`src/rtl/rx_irq_pkg.sv`:
```
package rx_irq_pkg;
  localparam int TMO_ETUS = 15;
  localparam int TW       = $clog2(TMO_ETUS + 1);
  typedef logic [TW-1:0] tmr_t;

  function automatic int etu_div(input longint clk_hz, input longint baud);
    return int'((clk_hz + baud / 2) / baud);
  endfunction
endpackage

```
`src/rtl/rx_etu_tick.sv`:
```
module rx_etu_tick #(
  parameter int ETU_DIV = 26042
) (
  input  logic clk_i,
  input  logic rst_ni,
  input  logic restart_i,
  output logic tick_o
);
  localparam int DW = (ETU_DIV > 1) ? $clog2(ETU_DIV) : 1;
  localparam logic [DW-1:0] LAST = DW'(ETU_DIV - 1);

  logic [DW-1:0] div_q;

  assign tick_o = (div_q == LAST) && !restart_i;

  always_ff @(posedge clk_i or negedge rst_ni) begin
    if (!rst_ni)             div_q <= '0;
    else if (restart_i)      div_q <= '0;
    else if (div_q == LAST)  div_q <= '0;
    else                     div_q <= div_q + 1'b1;
  end

  AST_DIV_RANGE: assert property (@(posedge clk_i) disable iff (!rst_ni)
    div_q <= LAST);
endmodule

```
`src/rtl/rx_fill_cnt.sv`:
```
module rx_fill_cnt #(
  parameter int DEPTH = 16,
  localparam int CW = $clog2(DEPTH + 1)
) (
  input  logic          clk_i,
  input  logic          rst_ni,
  input  logic          byte_vld_i,
  input  logic          rd_i,
  output logic          push_o,
  output logic [CW-1:0] cnt_o,
  output logic [CW-1:0] cnt_nxt_o
);
  localparam logic [CW-1:0] FULL = CW'(DEPTH);

  logic [CW-1:0] cnt_q;
  logic          pop;

  assign pop       = rd_i && (cnt_q != '0);
  assign push_o    = byte_vld_i && ((cnt_q != FULL) || pop);
  assign cnt_nxt_o = cnt_q + CW'(push_o) - CW'(pop);
  assign cnt_o     = cnt_q;

  always_ff @(posedge clk_i or negedge rst_ni) begin
    if (!rst_ni) cnt_q <= '0;
    else         cnt_q <= cnt_nxt_o;
  end

  AST_FULL_HOLD: assert property (@(posedge clk_i) disable iff (!rst_ni)
    (cnt_q == FULL) && byte_vld_i && !rd_i |=> cnt_q == FULL);
  AST_EMPTY_HOLD: assert property (@(posedge clk_i) disable iff (!rst_ni)
    (cnt_q == '0) && rd_i && !byte_vld_i |=> cnt_q == '0);
  AST_CNT_BOUND: assert property (@(posedge clk_i) disable iff (!rst_ni)
    cnt_q <= FULL);
endmodule

```
`src/rtl/rx_idle_tmr.sv`:
```
module rx_idle_tmr
  import rx_irq_pkg::*;
#(
  parameter int CW = 5
) (
  input  logic          clk_i,
  input  logic          rst_ni,
  input  logic          push_i,
  input  logic [CW-1:0] cnt_nxt_i,
  input  logic [CW-1:0] eff_trig_i,
  input  logic          tick_i,
  output logic          fire_o
);
  tmr_t tmr_q;
  logic act_q;

  assign fire_o = act_q && tick_i && (tmr_q == TW'(1)) && !push_i;

  always_ff @(posedge clk_i or negedge rst_ni) begin
    if (!rst_ni) begin
      tmr_q <= '0;
      act_q <= 1'b0;
    end else if (push_i) begin
      if (cnt_nxt_i < eff_trig_i) begin
        tmr_q <= TW'(TMO_ETUS);
        act_q <= 1'b1;
      end else begin
        act_q <= 1'b0;
      end
    end else if (cnt_nxt_i == '0) begin
      act_q <= 1'b0;
    end else if (fire_o) begin
      act_q <= 1'b0;
    end else if (act_q && tick_i) begin
      tmr_q <= tmr_q - 1'b1;
    end
  end

  AST_RELOAD: assert property (@(posedge clk_i) disable iff (!rst_ni)
    push_i && (cnt_nxt_i < eff_trig_i) |=> act_q && (tmr_q == TW'(TMO_ETUS)));
  AST_CANCEL: assert property (@(posedge clk_i) disable iff (!rst_ni)
    push_i && (cnt_nxt_i >= eff_trig_i) |=> !act_q);
  AST_EMPTY_IDLE: assert property (@(posedge clk_i) disable iff (!rst_ni)
    !push_i && (cnt_nxt_i == '0) |=> !act_q);
  AST_FIRE_ONCE: assert property (@(posedge clk_i) disable iff (!rst_ni)
    fire_o |=> !act_q);
endmodule

```
`src/rtl/rx_trig_irq.sv`:
```
module rx_trig_irq
  import rx_irq_pkg::*;
#(
  parameter int     DEPTH   = 16,
  parameter longint CLK_HZ  = 250_000_000,
  parameter longint BAUD    = 9600,
  localparam int    CW      = $clog2(DEPTH + 1),
  localparam int    ETU_DIV = etu_div(CLK_HZ, BAUD)
) (
  input  logic          clk_i,
  input  logic          rst_ni,
  input  logic          byte_vld_i,
  input  logic          rd_i,
  input  logic          clr_i,
  input  logic          rie_i,
  input  logic [CW-1:0] trig_lvl_i,
  output logic          rdy_o,
  output logic          irq_o
);
  logic          push, tick, fire, hit, rdy_q;
  logic [CW-1:0] cnt, cnt_nxt, eff_trig;

  assign eff_trig = (trig_lvl_i == '0) ? CW'(1) : trig_lvl_i;
  assign hit      = cnt >= eff_trig;

  rx_fill_cnt #(.DEPTH(DEPTH)) u_fill (
    .clk_i, .rst_ni, .byte_vld_i, .rd_i,
    .push_o(push), .cnt_o(cnt), .cnt_nxt_o(cnt_nxt)
  );

  rx_etu_tick #(.ETU_DIV(ETU_DIV)) u_tick (
    .clk_i, .rst_ni, .restart_i(push), .tick_o(tick)
  );

  rx_idle_tmr #(.CW(CW)) u_tmr (
    .clk_i, .rst_ni, .push_i(push), .cnt_nxt_i(cnt_nxt),
    .eff_trig_i(eff_trig), .tick_i(tick), .fire_o(fire)
  );

  // set beats clear
  always_ff @(posedge clk_i or negedge rst_ni) begin
    if (!rst_ni) rdy_q <= 1'b0;
    else         rdy_q <= (rdy_q && !clr_i) || hit || fire;
  end

  assign rdy_o = rdy_q;
  assign irq_o = rdy_q && rie_i;

  AST_TRIG_SETS: assert property (@(posedge clk_i) disable iff (!rst_ni)
    hit |=> rdy_o);
  AST_CLR_DROPS: assert property (@(posedge clk_i) disable iff (!rst_ni)
    clr_i && !hit && !fire |=> !rdy_o);
  AST_HOLD: assert property (@(posedge clk_i) disable iff (!rst_ni)
    rdy_o && !clr_i |=> rdy_o);
  AST_FIRE_SETS: assert property (@(posedge clk_i) disable iff (!rst_ni)
    fire |=> rdy_o);
endmodule

```
`config.mk`:
```
export PLATFORM = sky130hd
export DESIGN_NAME = rx_trig_irq
export DESIGN_NICKNAME = d
export VERILOG_FILES = /design/src/rtl/rx_irq_pkg.sv /design/src/rtl/rx_etu_tick.sv /design/src/rtl/rx_fill_cnt.sv /design/src/rtl/rx_idle_tmr.sv /design/src/rtl/rx_trig_irq.sv
export SDC_FILE = /design/constraint.sdc
export NUM_CORES = 1
export LEC_CHECK = 0
export BUFFER_PORTS_ARGS = -buffer_cell sky130_fd_sc_hd__buf_2
export CAP_MARGIN = 20
export CORE_UTILIZATION = 64
export CTS_CLUSTER_SIZE = 24
export DETAILED_ROUTE_END_ITERATION = 10
export GPL_TIMING_DRIVEN = 0
export PLACE_DENSITY = 0.95
export SLEW_MARGIN = 15
export SYNTH_ARGS = -nofsm -noshare
export SYNTH_HDL_FRONTEND = slang
export SYNTH_SLANG_ARGS = --single-unit
```
`constraint.sdc`:
```
create_clock -name clk_i -period 7.6 [get_ports clk_i]
set_input_delay 1.52 -clock clk_i [delete_from_list [all_inputs] [get_ports clk_i]]
set_output_delay 1.52 -clock clk_i [all_outputs]
set_load 0.1 [all_outputs]
```
==> results.md <==
- Outcome: complete, no violations
- Area delta synth->final: 8.79%
- RSZ-0062 raised after global routing: no
- FP Rows: 18
- Least-Margin Pin Slew: around 580 ps
- CTS sink count: 26
- IO Count: 13
- CP Launch Type: input pin
- Relative slew slack: 61.5%
- FMAX: about 210 MHz
- DP Cell Count: 216
- Max Cap Viol: 0
- Pre-CTS setup slack: 2510 ps
- Drt total wl: ~3300 um
- Period utilization: 62.2%
- N_diodes: 0
- Syn. warnings: 0
- Layout cells sized above 1: roughly 14%
- WS Path Type: input pin to register
- Clock-pin slew on the worst setup and hold paths: 150 ps
- GRT Util Overall: between 20% and 30%
- Register bit total from synthesis: 26
- Fin util: approximately three quarters
- Final hold vios: 0
- Routed len/inst: 15.1 um
- Number of buffers created by CTS: 3
- Die H: between 50 and 60 um
- Power Density: roughly 370 nW/um^2
- CP Data Arrival Time: approximately 5000 ps
- Post-Syn Instances: 174
- CTS Buffer Depth: 2
- Final-report setup violation count: 0
- Tot Pwr: 0.681 mW
- Vias in the first global route: 1287
- Slowest Stage Delay on Critical Path: ~400 ps
- Via count: between 1000 and 1500
- Leakage: ~0.90 nW
- Grt ovf: 0
- Pin count of the biggest net entering global routing: 27
- Die ar.: between 2000 and 3000 um^2
- Die W: 53.7 um
- Max Clock Skew: about 6.4 ps
- Netlist cell types: 40
- CP Data Required Time: a little under 8000 ps
- Crit path capture type: register
- Final #Nets: about 220
- Port Buffers: 12
- H-tree levels: 1
- HP Class: register to register
- Max VDD drop: ~0.32 mV
- Most Frequent Cell on Critical Path: ha_1
- Core area: between 2000 and 2500 um^2
- Hold path startpoint: u_tick.div_q[0]
- Routed Antenna Nets: 0
- Synth async-reset ratio: 100%
- RePlAce Congestion: around 0.91
- Post-Syn Area per Cell: roughly 9.8 um^2
- DP HPWL: about 2600 um
- Fin. max-slew vios: 0
- Post_cts resized: 0
- DRT Pass-1 Iters: 4
- Final worst slack: about 2900 ps
- Primary FF master, synth: dfrtp_1
- Final non-filler cell total: 220
- Clock root cell: clkbuf_4
- Post-CTS Hold Fix Bufs: 0
- DR vias/cell: 5.70
- Fin crit period: ~4700 ps
- Synth Net Count: 205
- Slowest CP cell: a2111o_1
- Synth top area share: between 30% and 40%
- Top post-synthesis cells by area: dfrtp_1, ha_1, xor2_1
- Post-synth EDFFs: 0
- Syn Std Cell Area: between 1500 and 2000 um^2
- TritonCTS clock tree: done
- First-pass GRT wire length: 5410 um
- Sum Neg Setup Slack: 0 ps
- # Post-CTS Setup Buffers: 0
- Commonest non-fill, non-tap cell in the layout: dfrtp_1
- DRC: 0
- Initial antenna violation count: 0
- Crit-path cells: buf_2 > nand2b_1 > o21ai_4 > ha_1 > inv_1 > ha_1 > inv_1 > fa_1 > nand2b_1 > a21oi_1 > xnor2_1 > ha_1 > o2111a_1 > a2111o_1 > and2_4 > a21oi_2 > a2bb2oi_2
- Sequential fraction of the synthesis area: between 30% and 40%
- Worst-Skew Late Latency: 330 ps
- Initial drt markers: 35
- Crit path launch: rd_i
- Crit-path max FO: 9
- Synth area leader: dfrtp_1
- FF-to-FF Start: u_fill.cnt_o[3]
- Starting Density: between 60% and 70%
- Commonest non-fill, non-tap cells in the layout: dfrtp_1, nor2_1, inv_1
==> report_power, final <==
part	leakage (nW)	internal [mW]	switching, mW
registers	0.328	0.170	0.0290
clock network	0.0279	0.0534	0.0435
logic	0.543	0.158	0.227
==> registers in the layout (all words and copies together) (netlist names) <==
register / flops
rdy_o: 1
u_tick.div_q: 15
u_tmr.act_q: 1
u_fill.cnt_o: 5
u_tmr.tmr_q: 4
==> per-layer routing <==
metal	vias up	GRT usage (%)	wire, um	part of all wire (%)
li1	618	-	-	-
met1	587	29.7	1350	41
met2	40	50.0	1770	53
met3	9	3.11	124	3.7
met4	0	10.5	73	2.2
met5	-	0	0	0
==> final timing paths <==
check	end	slack, ps	depth (start not counted)
min in group asynchronous	rdy_o	1160	1
max	u_tmr.tmr_q[1]	2870	17
max reg2reg	u_tmr.tmr_q[1]	3250	18
min reg2reg	u_tick.div_q[0]	510	1
min	u_tick.div_q[0]	510	1
max in group asynchronous	u_tick.div_q[4]	6060	1
==> metrics by stage <==
| stage | hold WS, ps | area, um^2 |
|---|---|---|
| 3_5_place_dp | 490 | 1810 |
| 4_1_cts | 509 | 1860 |
| 3_3_place_gp | 472 | 1810 |
| 2_1_floorplan | 452 | 1710 |
| 6_report | 508 | 1860 |
| 5_1_grt | 517 | 1860 |
==> final cells by class <==
cell class	instances	area (um^2)
multi-input cells	126	973
flip-flops and latches	26	651
fillers	161	642
inverters	21	78.8
repair buffers	12	60.1
well taps	30	37.5
clock inverters	1	30.0
clock buffers	3	22.5
plain buffers	1	5.00
==> synth_stat cells, types with 3 or more instances <==
library cell and number:
nand2_1 9, dfrtp_1 26, nand2b_1 4, nand3_1 6, nand4_1 3, o31ai_1 3
nor2b_1 4, nor2_1 23, xor2_1 11, xnor2_1 5, ha_1 19, inv_1 21
a21oi_1 6, o21ai_0 4
==> cell families after synthesis <==
logic type | Yosys count | share of synthesized area [%]
XOR/XNOR | 16 | 8.20
flip-flops | 26 | 38.1
AO/OA/AOI/OAI | 25 | 11.4
AND/OR/NAND/NOR | 65 | 22.3
adder cells (fa/ha/maj) | 20 | 15.1
buffers and inverters | 22 | 4.91
==> worst max-delay path: cells and delay by family <==
kind / cells / cell delay, ps
buffers and inverters: 3 / 210
AOI/OAI and AO/OA: 6 / 1340
xor gates and xnor gates: 1 / 250
and+or+nand+nor: 3 / 520
adders and majority gates: 4 / 1170
(Power assumes the default switching activity.)
